===== src/rtl/pil_arbiter.sv =====
module pil_arbiter #(
  parameter int NLVL = 16,
  parameter int IDX_W = 8,
  parameter int TIMER_BIT = 0,
  parameter int TIMER_LVL = 14,
  parameter logic [IDX_W-1:0] EXT_CLASS = 8'h40
) (
  input  logic             clk,
  input  logic             rst,
  input  logic [NLVL-1:0]  ext_lvl,
  input  logic [NLVL-1:0]  sw_pend,
  input  logic             trap_load,
  input  logic [IDX_W-1:0] trap_code,
  output logic [IDX_W-1:0] irq_idx,
  output logic             hard_req,
  output logic             wake
);
  localparam int LVL_W = $clog2(NLVL);
  localparam logic [NLVL-1:0] TMR_SRC = NLVL'(1) << TIMER_BIT;
  localparam logic [NLVL-1:0] TMR_DST = NLVL'(1) << TIMER_LVL;

  logic [NLVL-1:0]  pend;
  logic [NLVL-1:0]  ext_q;
  logic [LVL_W-1:0] win;
  logic             any_lvl;
  logic             is_ext;
  logic             may_take;
  logic [IDX_W-1:0] cand;

  assign pend = ext_lvl | (sw_pend & ~TMR_SRC) | (|(sw_pend & TMR_SRC) ? TMR_DST : '0);
  assign any_lvl = |pend[NLVL-1:1];
  assign is_ext = irq_idx[IDX_W-1:LVL_W] == EXT_CLASS[IDX_W-1:LVL_W];
  assign may_take = (irq_idx == '0) || is_ext;

  always_comb begin
    win = '0;
    for (int i = 1; i < NLVL; i++)
      if (pend[i]) win = LVL_W'(i);
  end

  assign cand = {EXT_CLASS[IDX_W-1:LVL_W], win};

  always_ff @(posedge clk) begin
    if (rst) begin
      irq_idx  <= '0;
      hard_req <= 1'b0;
      wake     <= 1'b0;
      ext_q    <= '0;
    end else begin
      ext_q <= ext_lvl;
      wake  <= |(ext_lvl & ~ext_q);
      if (trap_load) begin
        irq_idx <= trap_code;
      end else if (pend != '0 && may_take) begin
        if (any_lvl && cand != irq_idx) begin
          irq_idx  <= cand;
          hard_req <= 1'b1;
        end
      end else if (pend == '0 && is_ext) begin
        irq_idx  <= '0;
        hard_req <= 1'b0;
      end
    end
  end

  logic chk_ok;
  always_ff @(posedge clk) chk_ok <= !rst;

  a_r5_foreign_hold: assert property (@(posedge clk) disable iff (rst || !chk_ok)
    ($past(!trap_load) && $past(irq_idx) != '0 &&
     $past(irq_idx[IDX_W-1:LVL_W]) != EXT_CLASS[IDX_W-1:LVL_W]) |-> $stable(irq_idx));

  a_r6_load: assert property (@(posedge clk) disable iff (rst || !chk_ok)
    $past(trap_load) |-> irq_idx == $past(trap_code));

  a_r7_req_on_change: assert property (@(posedge clk) disable iff (rst || !chk_ok)
    $rose(hard_req) |-> (irq_idx != $past(irq_idx) &&
                         irq_idx[IDX_W-1:LVL_W] == EXT_CLASS[IDX_W-1:LVL_W]));

  a_r8_clear: assert property (@(posedge clk) disable iff (rst || !chk_ok)
    ($past(!trap_load) && $past(ext_lvl) == '0 && $past(sw_pend) == '0 &&
     $past(irq_idx[IDX_W-1:LVL_W]) == EXT_CLASS[IDX_W-1:LVL_W]) |-> (irq_idx == '0 && !hard_req));

  a_r9_wake_src: assert property (@(posedge clk) disable iff (rst || !chk_ok)
    wake |-> $past(ext_lvl) != '0);

  a_r3_class: assert property (@(posedge clk) disable iff (rst || !chk_ok)
    ($past(!trap_load) && irq_idx != $past(irq_idx) && irq_idx != '0) |->
      (irq_idx[IDX_W-1:LVL_W] == EXT_CLASS[IDX_W-1:LVL_W] && irq_idx[LVL_W-1:0] != '0));
endmodule


===== config.mk =====
export PLATFORM = sky130hd
export DESIGN_NAME = pil_arbiter
export DESIGN_NICKNAME = d
export VERILOG_FILES = /design/src/rtl/pil_arbiter.sv
export SDC_FILE = /design/constraint.sdc
export NUM_CORES = 1
export LEC_CHECK = 0
export BUFFER_PORTS_ARGS = -buffer_cell sky130_fd_sc_hd__buf_4
export CAP_MARGIN = 25
export CORE_UTILIZATION = 40
export DETAILED_ROUTE_END_ITERATION = 7
export PLACE_DENSITY = 0.68
export SLEW_MARGIN = 20
export SYNTH_ARGS = -nofsm -noshare
export SYNTH_HDL_FRONTEND = slang
export SYNTH_SLANG_ARGS = --single-unit

===== constraint.sdc =====
create_clock -name clk -period 3.7 [get_ports clk]
set_input_delay 0.74 -clock clk [delete_from_list [all_inputs] [get_ports clk]]
set_output_delay 0.74 -clock clk [all_outputs]
set_load 0.01 [all_outputs]

==> results.md, run 1 <==
- The run finished with clean final reports.
- Along the worst path, the maximum fanout reaches 6.
- The wire length of the first global-routing pass is between 5000 and 6000 microns.
- The worst setup path is launched from an input port.
- The final total negative setup slack is 0 ps.
- The tightest hold path in the finished design has a slack of just under 500 ps.
- In this run, the number of DRC markers left after iteration 0 of detailed routing was 33.
- The congestion estimate from routability-driven global placement came to approximately 0.8.
- The post-detailed-route via-to-cell ratio is slightly above 5.
- The number of endpoints with negative hold slack in the final report was 0.
- The worst setup path is captured at a flip-flop.
- The slowest stage of the critical path is the or4b_1 cell.
- The measured slew at the worst slew-check pin is 690 ps.
- Summing all multi-input logic gate instances after layout gives between 700 and 800 sq um.
- The startpoint identified for the worst hold timing path is hard_req.
- Of the post-synthesis cell area, the dominant cell type holds 38.7%.
- Counting both buffers and inverters, the worst setup path holds a total of 1.
- The core area is approximately 3100 sq um.
- The pre-antenna-repair detailed-routing pass consisted of 5 iterations.
- The detailed-route via count is 1346.
- The type of the tightest min-delay check is reg2reg.
- The post-synthesis average cell area is 8.10 sq um.
- The placed cell count is 259.
- The clock passes through at most 2 buffers.
- After layout, the minimum clock period comes to ~2900 ps.
- Based on the critical path, the design can be clocked at up to roughly 340 MHz.
- The cell area reported after detailed placement is about 1800 sq um.
- Clock-pin slew was measured on the worst setup and hold paths at between 100 and 150 ps.
- The total global routing overflow is 0.
- The post-DP HPWL is between 2000 and 3000 microns.
- Setup repair after global routing left no endpoint under its margin.
- Of all cell types, the one taking the most synthesized area is dfxtp_1.
- The post-layout instance count excluding filler cells is roughly 260.
- The number of global-route vias before repair came to roughly 1200.
- The number of synthesis warnings is 0.
- Measured along the x axis, the die boundary spans 60.0 microns.
- The number of synthesized flops with an enable pin is 0.
- The filler cells instantiated in the layout total 315.
- The placement row count is 20.
- The startpoint of the lowest-slack register-to-register path is irq_idx[3].
- Summing all flip-flop and latch instances after layout gives about 520 sq um.
- CTS built an H-tree with a depth of 1.
- The die covers 3600 sq um.
- The cell area after layout is between 1500 and 2000 sq um.
- In this run the count of I/O pins placed on the die edge is between 50 and 60.
- The number of max-slew violations in the final report is 0.
- Data on the critical path is required at its endpoint by about 3900 ps.
- The post-synthesis instance area is around 1300 sq um.
- For this configuration, the core starts out at a cell density of approximately 43%.
- The number of antenna violations at the first check in global routing is 0.
- The share of synthesized registers carrying an async set or reset is 0%.
- The count of distinct cell types in the synthesized netlist is 39.
- The headroom to the max-slew limit is roughly 54%.
- The proportion of power drawn by combinational gates is around 23%.
- TritonCTS built the clock tree.
- By area the synthesized netlist is led by dfxtp_1 39%, nor2_1 8.7%, inv_1 5.0%, nor2b_1 4.2%, mux2_2 3.4%.
- The number of endpoints failing setup at the final stage is 0.
- The clock latency reported for the late side of the worst-skew pair is between 300 and 400 ps.
- CTS saw 26 sinks.
- The routed design has about 3200 microns of wire.
- The power per cell area is 359 nW/um^2.
- For this design the static power due to leakage is between 0.8 and 0.9 nW.
- The share of total power in sequential cells is between 40% and 50%.
- The proportion of layout cells with a drive suffix above 1 is 30.1%.
- The post-detailed-route DRC marker count is 0.
- The setup path with the least slack is of type in2reg.
- Compared with the post-synthesis result, the final layout area differs by 36.5%.
- The period utilization is about four fifths.
- Clock tree synthesis selected as its root buffer the cell clkbuf_4.
- The layout net count is 263.
- The number of nets handed over by synthesis was 209.
- The cell type group with the largest total delay on the critical path is simple AND/OR/NAND/NOR gates.
- On the worst path, the slowest cell contributes a delay of 560 ps.
- 0 antenna diodes ended up in the layout.
- Buffers inserted to repair hold after CTS numbered 0.
- For this design the total switching power over the nets is about 170 uW.
- The design internal power is approximately 490 uW.
- Clock skew on the completed layout was measured at around 7.5 ps.
- Traced cell by cell, the critical path runs through buf_4 -> nor4_1 -> nand3_1 -> or4b_1 -> a31oi_1 -> nand4b_1 -> a31oi_4 -> mux2_2.
- The post-CTS setup repair buffer count is 0.
- The tool flagged a number of max-cap violations equal to 0.
- The die is approximately 60 microns tall.
- The start point of the critical path is ext_lvl[12].
- The main flop type after synthesis is dfxtp_1.
- The switching share of total power is between 20% and 30%.
- The remaining antenna violation count after routing is 0.
- Counting every instance in the synthesized netlist gives 166.
- The clock share of power is between 20% and 30%.
- Input and output buffers added on the ports amount to 52.
- The end-of-flow core utilization is between 50% and 60%.
- Global routing used 19.5% of the available tracks.
- The final routed wire length divided by cell count is 12.3 microns.
- The number of flip-flops and latches in the synthesized netlist is 26.
- Entering global routing, the biggest net connects 31 pins.
- The peak supply drop is approximately 0.00018 V.
- Once the clock tree was built, the resizer swapped 0 gates to a different size.
- TritonCTS created 3 clock buffers.
- The sequential cell area fraction in the yosys report is ~39%.
- The data arrival time of the worst path is 3140 ps.
[metrics by stage]
step           power, mW  setup slack (ps)
2_1_floorplan      0.396               778
3_3_place_gp       0.468               541
3_5_place_dp       0.471               502
4_1_cts            0.664               847
5_1_grt            0.695               689
6_report           0.659               796
[sequential cells by signal, summed over array words and instances, names as in the netlist]
name,count
hard_req,1
wake,1
irq_idx,8
ext_q,16
[per-layer routing]
layer | GRT usage, % | wire [microns]
met1 | 22.3 | 1360
met3 | 3.03 | 156
met4 | 7.97 | 50
met5 | 0 | 0
met2 | 35.7 | 1660
[power by group through the flow]
stage / Sequential [mW] / Combinational, mW / Clock (mW)
global route: 0.318 / 0.166 / 0.211
global placement: 0.320 / 0.148 / 0
detailed placement: 0.322 / 0.150 / 0
finish: 0.315 / 0.149 / 0.194
floorplan: 0.323 / 0.0732 / 0
CTS: 0.316 / 0.150 / 0.198
[Yosys cell counts, types with 2 or more instances]
master     instances
nor2_1            31
dfxtp_1           26
inv_1             18
nand2_1            9
nor2b_1            9
nor4_1             6
o22ai_1            6
a21oi_1            4
a31oi_1            4
mux2_2             4
mux2i_1            4
nand2b_1           4
nor3_1             4
a2bb2oi_1          3
clkbuf_1           3
o21ai_0            3
nand3b_1           2
nor4_2             2
o211ai_1           2
o21a_1             2
or4b_1             2
[area by class of cell]
| class | count | share of cell area (%) |
|---|---|---|
| inverters | 18 | 3.68 |
| well taps | 44 | 3.00 |
| clock inverters | 1 | 1.64 |
| flip-flops and latches | 26 | 28.4 |
| multi-input cells | 118 | 40.4 |
| clock buffers | 3 | 1.23 |
| repair buffers | 53 | 21.7 |
[path summary, 6_finish.rpt]
path | cells after the start | end | slack, ps
min reg2reg | 2 | hard_req | 490
min | 2 | hard_req | 490
max | 8 | irq_idx[0] | 800
max reg2reg | 6 | irq_idx[0] | 1580
[logic make-up (layout without fill, tap and decap cells)]
group | Yosys count | after routing | synth area share [%]
and+or+nand+nor | 76 | 76 | 30.0
AOI/OAI and AO/OA | 33 | 33 | 18.2
DFF | 26 | 26 | 38.7
buffers and inverters | 22 | 75 | 6.14
muxes | 8 | 8 | 6.33
xor gates and xnor gates | 1 | 1 | 0.652
[cells in the final DEF (no fill, tap or decap), types with 2 or more instances in the layout]
master	count
a2bb2oi_1	3
nor2b_1	9
dfxtp_1	26
nand3b_1	2
nor4_1	6
o211ai_1	2
o22ai_1	6
nor2_1	31
nor3_1	4
o21a_1	2
nor4_2	2
buf_4	53
inv_1	18
nand2_1	9
or4b_1	2
clkbuf_4	3
mux2_2	4
nand2b_1	4
mux2i_1	4
a21oi_1	4
o21ai_0	3
a31oi_1	4
[worst min-delay path, stage by stage, from the launching register on]
cell     delay, ps
dfxtp_1        340
o21ai_0         70
a21oi_1         60
Note: power is estimated with default switching activity, not from simulation.
==> inputs of run 2 (changes only) <==
--- a/config.mk
+++ b/config.mk
@@ -5,11 +5,12 @@
 export SDC_FILE = /design/constraint.sdc
 export NUM_CORES = 1
 export LEC_CHECK = 0
+export ABC_AREA = 1
 export BUFFER_PORTS_ARGS = -buffer_cell sky130_fd_sc_hd__buf_4
 export CAP_MARGIN = 25
 export CORE_UTILIZATION = 40
 export DETAILED_ROUTE_END_ITERATION = 7
-export PLACE_DENSITY = 0.68
+export PLACE_DENSITY = 0.69
 export SLEW_MARGIN = 20
 export SYNTH_ARGS = -nofsm -noshare
 export SYNTH_HDL_FRONTEND = slang
==> constraint.sdc (replaced) <==
create_clock -name clk -period 2.3 [get_ports clk]
set_input_delay 0.46 -clock clk [delete_from_list [all_inputs] [get_ports clk]]
set_output_delay 0.46 -clock clk [all_outputs]
set_load 0.01 [all_outputs]
==> run 2 against run 1 <==
- worst setup slack worse by 590 ps
- first-iteration DRC count up 18%
- cell count up 18%
- cell area up 7.1%
- non-clock buffer count up 2
- utilization down 1.6 points
- sequential cell count unchanged
- power up 68%
- largest cell class unchanged
==> results.md, run 2 <==
- The run finished with clean final reports.
- In this design, the critical path's most frequently occurring cell is nand3_2.
- Counting flops per register, the top entry is ext_q.
- The cell count after synthesis is 210 (+27%).
- In the layout the commonest cells are 55 x buf_4, 40 x inv_1, 40 x nand2_1, 27 x nor2_1, 26 x dfxtp_1.
- The maximum clock skew at final layout is 7.27 ps (-0.247 ps).
- The placement row count is 21 (+5.0%).
- The post-synthesis share of cell area spent on xor and xnor gates is 1.18% (+0.53 points).
- The end-of-flow core utilization was 57.1% (-1.6 points).
- The number of sinks handled by clock tree synthesis came to 26 (unchanged).
- The number of antenna violations at the first check in global routing is 0 (unchanged).
- The starting density of the core is 43.0% (+0.079 points).
- The antenna diode count was 0 (unchanged).
- The number of input and output port buffers inserted was 52 (unchanged).
- The setup path with the least slack is of type in2reg.
- The total leakage power came to 1.00 nW (+20%).
- The number of synthesized flops with an enable pin came to 0 (unchanged).
- The post-synthesis instance area is 1480 sq um (+10%).
- The final-layout fill cell count was 361 (+15%).
- The most common cell after layout, fill and taps aside is buf_4.
- The hold buffer count at cts is 0 (unchanged).
- The die outline height was 62.9 microns (+4.8%).
- The share of synthesized registers carrying an async set or reset is 0% (unchanged).
- The number of instances resized during post-cts repair came to 0 (unchanged).
- The required time of the critical path was 2480 ps (-1460 ps).
- The detailed-route via count is 1409 (+4.7%).
- The total power of the final layout came to 1.11 mW (+68%).
- The largest registers in the layout are ext_q (16), irq_idx (8).
- The type of the tightest min-delay check is in2reg.
- Setup repair after global routing left no endpoint under its margin.
- The proportion of layout cells with a drive suffix above 1 was 34.8% (+4.7 points).
- The number of design-rule violations left by the first detailed-router iteration is 39 (+18%).
- The post-CTS setup repair buffer count came to 0 (unchanged).
- The number of max-slew violations in the final report is 0 (unchanged).
- The post-synthesis average cell area came to 7.05 sq um (-13%).
- Traced cell by cell, the critical path runs through buf_4 -> or2_1 -> nor2_2 -> nand3_2 -> or2_4 -> xor2_1 -> nand3_2 -> nor3_2 -> nand3_2 -> nand2_4 -> nand3_1 -> nand2_1 -> nor2_1.
- The number of levels the H-tree was split into is 1 (unchanged).
- The fmax is 477 MHz.
- The number of flip-flops and latches in the synthesized netlist is 26 (unchanged).
- The largest incremental delay on the critical path came to 260 ps (-300 ps).
- The wire length of the first global-routing pass is 5400 microns (+4.5%).
- The iteration count of the initial detailed-routing pass was 4 (-1).
- The share of synthesized cell area in and, or, nand and nor gates is 38.0% (+8.0 points).
- The flip-flop count of the largest register after layout is 16 (unchanged).
- Relative to the synthesized area, the layout overhead comes to 32.6%.
- The post-DP HPWL came to 2540 microns (-5.2%).
- The total global routing overflow is 0 (unchanged).
- The compound-gate portion of the synthesized area is 12.2% (-6.0 points).
- The clock tree buffer depth came to 2 (unchanged).
- The clock root buffer is clkbuf_8.
- The data arrival time of the worst path was 2280 ps (-860 ps).
- The total track usage came to 17.1% (-2.4 points).
- The number of endpoints with negative hold slack in the final report is 0 (unchanged).
- The power per cell area was 564 nW/um^2 (+57%).
- The remaining antenna violation count after routing is 0 (unchanged).
- The mux cell area share after synthesis is 0% (-6.3 points).
- The number of top-level pins came to 53 (unchanged).
- The number of violations of the max-capacitance limit is 0 (unchanged).
- The clock latency reported for the late side of the worst-skew pair came to 270 ps (-60 ps).
- By area, the combinational part of the netlist is dominated by simple AND/OR/NAND/NOR gates.
- The placed cell count is 306 (+18%).
- The final total negative setup slack is 0 ps (unchanged).
- The number of synthesis warnings is 0 (unchanged).
- The count of distinct cell types in the synthesized netlist is 30 (-23%).
- By count the netlist is led by 40 x inv_1, 40 x nand2_1, 27 x nor2_1.
- Of all cell types, the one taking the most synthesized area is dfxtp_1.
- The maximum fanout along the worst path is 13 (+7).
- The CTS tree is yes.
- The post-detailed-route via-to-cell ratio is 4.55 (-11%).
- After synthesis, the cell types taking the most area are dfxtp_1 35%, inv_1 10%, nand2_1 10%, nor2_1 6.8%, nand3_2 5.4%.
- The peak supply drop is 0.000275 V (+55%).
- The adder-cell share of the synthesized area came to 0% (unchanged).
- The layout net count was 308 (+17%).
- The sequential cell area fraction in the yosys report is 35.1% (-3.6 points).
- The total routed wirelength is 3160 microns (-1.9%).
- The area share of the largest cell type after synthesis is 35.1% (-3.6 points).
- The number of nets in the synthesized netlist is 253 (+21%).
- The final routed wire length divided by cell count came to 10.2 microns (-17%).
- The nature of the critical path endpoint is a flip-flop.
- On the critical path, the stage with the largest delay is an instance of or2_4.
- The maximum number of pins on one net before global-route repair was 23 (-26%).
- After layout, the minimum clock period comes to 2100 ps.
- The number of CTS-inserted buffers is 3 (unchanged).
- The post-detailed-route DRC marker count is 0 (unchanged).
- The main flop type after synthesis is dfxtp_1.
- The number of global-route vias before repair is 1259 (+1.5%).
- The measured slew at the worst slew-check pin is 425 ps (-265 ps).
- STA classifies the critical path startpoint as an input port.
- The number of endpoints failing setup at the final stage is 0 (unchanged).
- The die width is 62.9 microns (+4.8%).
- The post-layout instance count excluding filler cells is 310 (+18%).
- Of the available clock period, the critical path in the final layout requires a little over 90%.
- The full die area was 3950 sq um (+9.9%).
- The headroom to the max-slew limit was 71.4% (+18 points).
- The clock input transition at the sequential cells of the worst setup and hold paths was 90 ps (-50 ps).
- The global placement routability congestion came to 0.823 (+4.2%).
- The core area is 3440 sq um (+10%).
-- run 2: layout make-up --
cell class	count	area (sq um)	area share, %
clock buffers	4	55.1	2.80
well taps	46	57.6	2.93
repair buffers	55	413	21.0
inverters	42	158	8.03
flip-flops and latches	26	520	26.5
multi-input cells	137	761	38.7
-- run 2: path summary, 6_finish.rpt --
kind	start	end	slack (ps)	cells past startpoint
max	sw_pend[13]	irq_idx[6]	200	13
min	ext_lvl[3]	ext_q[3]	410	3
max reg2reg	irq_idx[4]	irq_idx[6]	520	9
min reg2reg	hard_req	hard_req	480	2
-- run 2: cells by family (layout without fill, tap and decap cells) --
| family | Yosys count | after routing |
|---|---|---|
| flops | 26 | 26 |
| compound gates | 27 | 27 |
| buf+inv | 47 | 101 |
| simple gates | 108 | 108 |
| xor+xnor | 2 | 2 |
-- run 2: worst max-delay path, delay by kind of cell --
kind,cells,cell delay [ps]
AND/OR/NAND/NOR,11,1520
XOR/XNOR,1,190
buffers and inverters,1,100
-- run 2: report_power, final --
group          internal, mW  total, mW  leakage, nW  switching (mW)
Clock                 0.153      0.296       0.0288           0.143
Combinational         0.143      0.311        0.757           0.168
Sequential            0.485      0.501        0.216          0.0158
-- run 2: stage by stage --
stage | hold slack [ps] | worst slack (ps) | area, sq um
after floorplan | 496 | 189 | 1480
after global placement | 468 | 18.2 | 1910
after detailed placement | 478 | -57.8 | 1910
after CTS | 404 | 235 | 1960
after global routing | 427 | 66.4 | 1960
final | 407 | 201 | 1960
-- run 2: metal layers --
| layer | global-route usage, % | vias up | routed length [microns] |
|---|---|---|---|
| met1 | 23.1 | 619 | 1600 |
| li1 | - | 759 | - |
| met2 | 27.9 | 27 | 1430 |
| met5 | 0 | - | 0 |
| met3 | 1.46 | 4 | 87 |
| met4 | 6.98 | 0 | 42 |
==> inputs of run 3 (changes only) <==
--- a/config.mk
+++ b/config.mk
@@ -6,11 +6,10 @@
 export NUM_CORES = 1
 export LEC_CHECK = 0
 export ABC_AREA = 1
-export BUFFER_PORTS_ARGS = -buffer_cell sky130_fd_sc_hd__buf_4
 export CAP_MARGIN = 25
 export CORE_UTILIZATION = 40
 export DETAILED_ROUTE_END_ITERATION = 7
-export PLACE_DENSITY = 0.69
+export DONT_BUFFER_PORTS = 1
 export SLEW_MARGIN = 20
 export SYNTH_ARGS = -nofsm -noshare
 export SYNTH_HDL_FRONTEND = slang
==> constraint.sdc (replaced) <==
create_clock -name clk -period 2 [get_ports clk]
set_input_delay 0.4 -clock clk [delete_from_list [all_inputs] [get_ports clk]]
set_output_delay 0.4 -clock clk [all_outputs]
set_load 0.01 [all_outputs]
==> run 3 against run 2 <==
- global-route usage fell by 0.92 points
- non-clock buffer count fell by 41
- sequential share of layout area is 4.1 points higher
- clock skew fell by 5.9 ps
- die area did not move
- register-to-register slack got worse by 350 ps
- critical path depth is 2 lower
- power is 17% higher
- critical path type unchanged
- largest power group unchanged
==> results.md, run 3 (synthesis gave the netlist of run 2 again) <==
- The maximum number of pins on one net before global-route repair came to 23 (unchanged).
- The number of endpoints failing setup at the final stage is 0 (unchanged).
- The maximum clock skew at final layout was 1.42 ps (-5.85 ps).
- The flip-flop count of the largest register after layout is 16 (unchanged).
- The run finished with clean final reports.
- The layout net count is 268 (-13%).
- The total track usage is 16.2% (-0.92 points).
- The full die area is 3950 sq um (unchanged).
- The clock input transition at the sequential cells of the worst setup and hold paths is 90 ps (about the same).
- The antenna diode count is 0 (unchanged).
- The iteration count of the initial detailed-routing pass is 4 (unchanged).
- The clock share of power is 33.9% (+7.2 points).
- The number of input and output port buffers inserted came to 0 (-100%).
- The clock latency reported for the late side of the worst-skew pair is 270 ps (about the same).
- The final routed wire length divided by cell count is 11.6 microns (+14%).
- The worst setup path is launched from an input port.
- The required time of the critical path is 2220 ps (-260 ps).
- The proportion of layout cells with a drive suffix above 1 is 23.7% (-11 points).
- The nature of the critical path endpoint is a flip-flop.
- The data arrival time of the worst path is 2100 ps (-180 ps).
- The register bank with the most flops is ext_q.
- The proportion of power drawn by combinational gates is 20.5% (-7.6 points).
- The global placement routability congestion is 0.831 (+0.92%).
- The placement row count is 21 (unchanged).
- The post-detailed-route DRC marker count is 0 (unchanged).
- The total routed wirelength is 3140 microns (-0.85%).
- The largest registers in the layout are ext_q (16), irq_idx (8).
- The clock tree buffer depth was 2 (unchanged).
- The number of levels the H-tree was split into is 1 (unchanged).
- The number of max-slew violations in the final report came to 0 (unchanged).
- The number of CTS-inserted buffers is 3 (unchanged).
- The CTS tree is yes.
- The post-DP HPWL was 2490 microns (-2.3%).
- The worst path in the final design needs a cycle of around 1900 ps, including I/O delays and setup.
- The die outline height is 62.9 microns (unchanged).
- The period utilization is ~94%.
- The number of top-level pins is 53 (unchanged).
- The final-layout fill cell count is 359 (-0.55%).
- The measured slew at the worst slew-check pin is 384 ps (-41.3 ps).
- The cell area after layout is 1700 sq um (-13%).
- The remaining antenna violation count after routing is 0 (unchanged).
- The detailed-route via count is 1239 (-12%).
- Setup repair after global routing left no endpoint under its margin.
- The total global routing overflow came to 0 (unchanged).
- The power per cell area is 761 nW/um^2 (+35%).
- The class of the most critical setup path is in2reg.
- The number of antenna violations at the first check in global routing is 0 (unchanged).
- The number of design-rule violations left by the first detailed-router iteration came to 24 (-38%).
- The share of total power in sequential cells came to 45.6% (+0.4 points).
- The switching component of the power is 366 uW (+12%).
- The worst-case hold slack is 173 ps (-233 ps).
- The core area is 3440 sq um (unchanged).
- The wire length of the first global-routing pass came to 5050 microns (-6.4%).
- The peak supply drop is 0.000303 V (+10%).
- The number of sinks handled by clock tree synthesis was 26 (unchanged).
- The hold buffer count at cts is 0 (unchanged).
- The starting density of the core is 43.0% (unchanged).
- The number of endpoints with negative hold slack in the final report came to 0 (unchanged).
- The switching share of total power is 28.3% (-1.2 points).
- Compared with the post-synthesis result, the final layout area differs by 14.8%.
- The number of violations of the max-capacitance limit is 0 (unchanged).
- The cell area reported after detailed placement is 1590 sq um (-17%).
- The die width is 62.9 microns (unchanged).
- The number of global-route vias before repair came to 1165 (-7.5%).
- The library cells used most frequently in the layout, excluding fill and tap cells, are 40 x inv_1, 40 x nand2_1, 27 x nor2_1, 26 x dfxtp_1, 14 x buf_4.
- The maximum fanout along the worst path is 6 (-7).
- The design internal power is 928 uW (+19%).
- The headroom to the max-slew limit was 74.2% (+2.8 points).
- The total leakage power was 0.819 nW (-18%).
- The cell sitting at the root of the clock tree is a clkbuf_8.
- For this run, the top clock speed supported by timing is roughly 530 MHz.
- The post-detailed-route via-to-cell ratio is 4.59 (+0.96%).
- The type of the tightest min-delay check is in2reg.
[run 3: cell count changes in the layout (fill, tap and decap cells not counted), sizes merged]
cell | before | now
clkbuf | 4 | 3
bufinv | 0 | 1
nand2 | 43 | 44
buf | 55 | 14
[run 3: metrics by stage]
step	setup TNS, ps	util (%)	std cells	setup slack (ps)	power (mW)
after CTS	0	48.4	268	101	1.29
after detailed placement	-1300	46.3	264	-177	0.853
after global routing	0	49.4	270	3.22	1.37
after floorplan	-161	-	210	-50.8	0.831
final	0	49.4	270	115	1.29
after global placement	-874	46.3	264	-125	0.849
[run 3: worst paths after layout]
check	start	end	slack, ps	cells after the start
hold reg to reg	hard_req	hard_req	530	2
setup reg to reg	irq_idx[4]	irq_idx[4]	170	8
hold / removal	rst	irq_idx[5]	170	1
setup / recovery	sw_pend[13]	irq_idx[4]	120	11
[run 3: worst max-delay path: stages]
cell and delay, ps:
or2_1 240, nor2_2 150, nand3_2 90, or2_4 270
xor2_2 160, nand3_2 90, nor3_2 120, nand3_2 190
nand2_4 190, nand3_2 80, a21oi_2 110
[run 3: layer usage]
metal / up-vias / routed length, microns / track usage, %
met5: - / 0 / 0
met4: 0 / 37 / 5.23
met3: 4 / 152 / 4.01
met2: 30 / 1430 / 26.6
met1: 524 / 1510 / 20.5
li1: 681 / - / -
[run 3: power by group through the flow]
stage / combinational [mW] / sequential [mW] / clock [mW]
5_1_grt: 0.299 / 0.595 / 0.475
3_5_place_dp: 0.249 / 0.604 / 0
2_1_floorplan: 0.234 / 0.597 / 0
4_1_cts: 0.250 / 0.591 / 0.451
6_report: 0.265 / 0.590 / 0.439
3_3_place_gp: 0.246 / 0.603 / 0
[run 3: repair_timing]
item,4_1_cts,5_1_grt
gates resized for setup,0,2
endpoints found under the setup margin,0,5
setup buffers,0,1
[run 3: layout make-up]
cell class                 count  area, sq um  share of cell area, %
multi-input combinational    138          788                   46.4
sequential                    26          520                   30.6
tap                           46         57.6                   3.38
clock buffer                   3         41.3                   2.43
timing repair buffer          14          105                   6.18
inverter                      42          158                   9.27
clock inverter                 1         30.0                   1.77
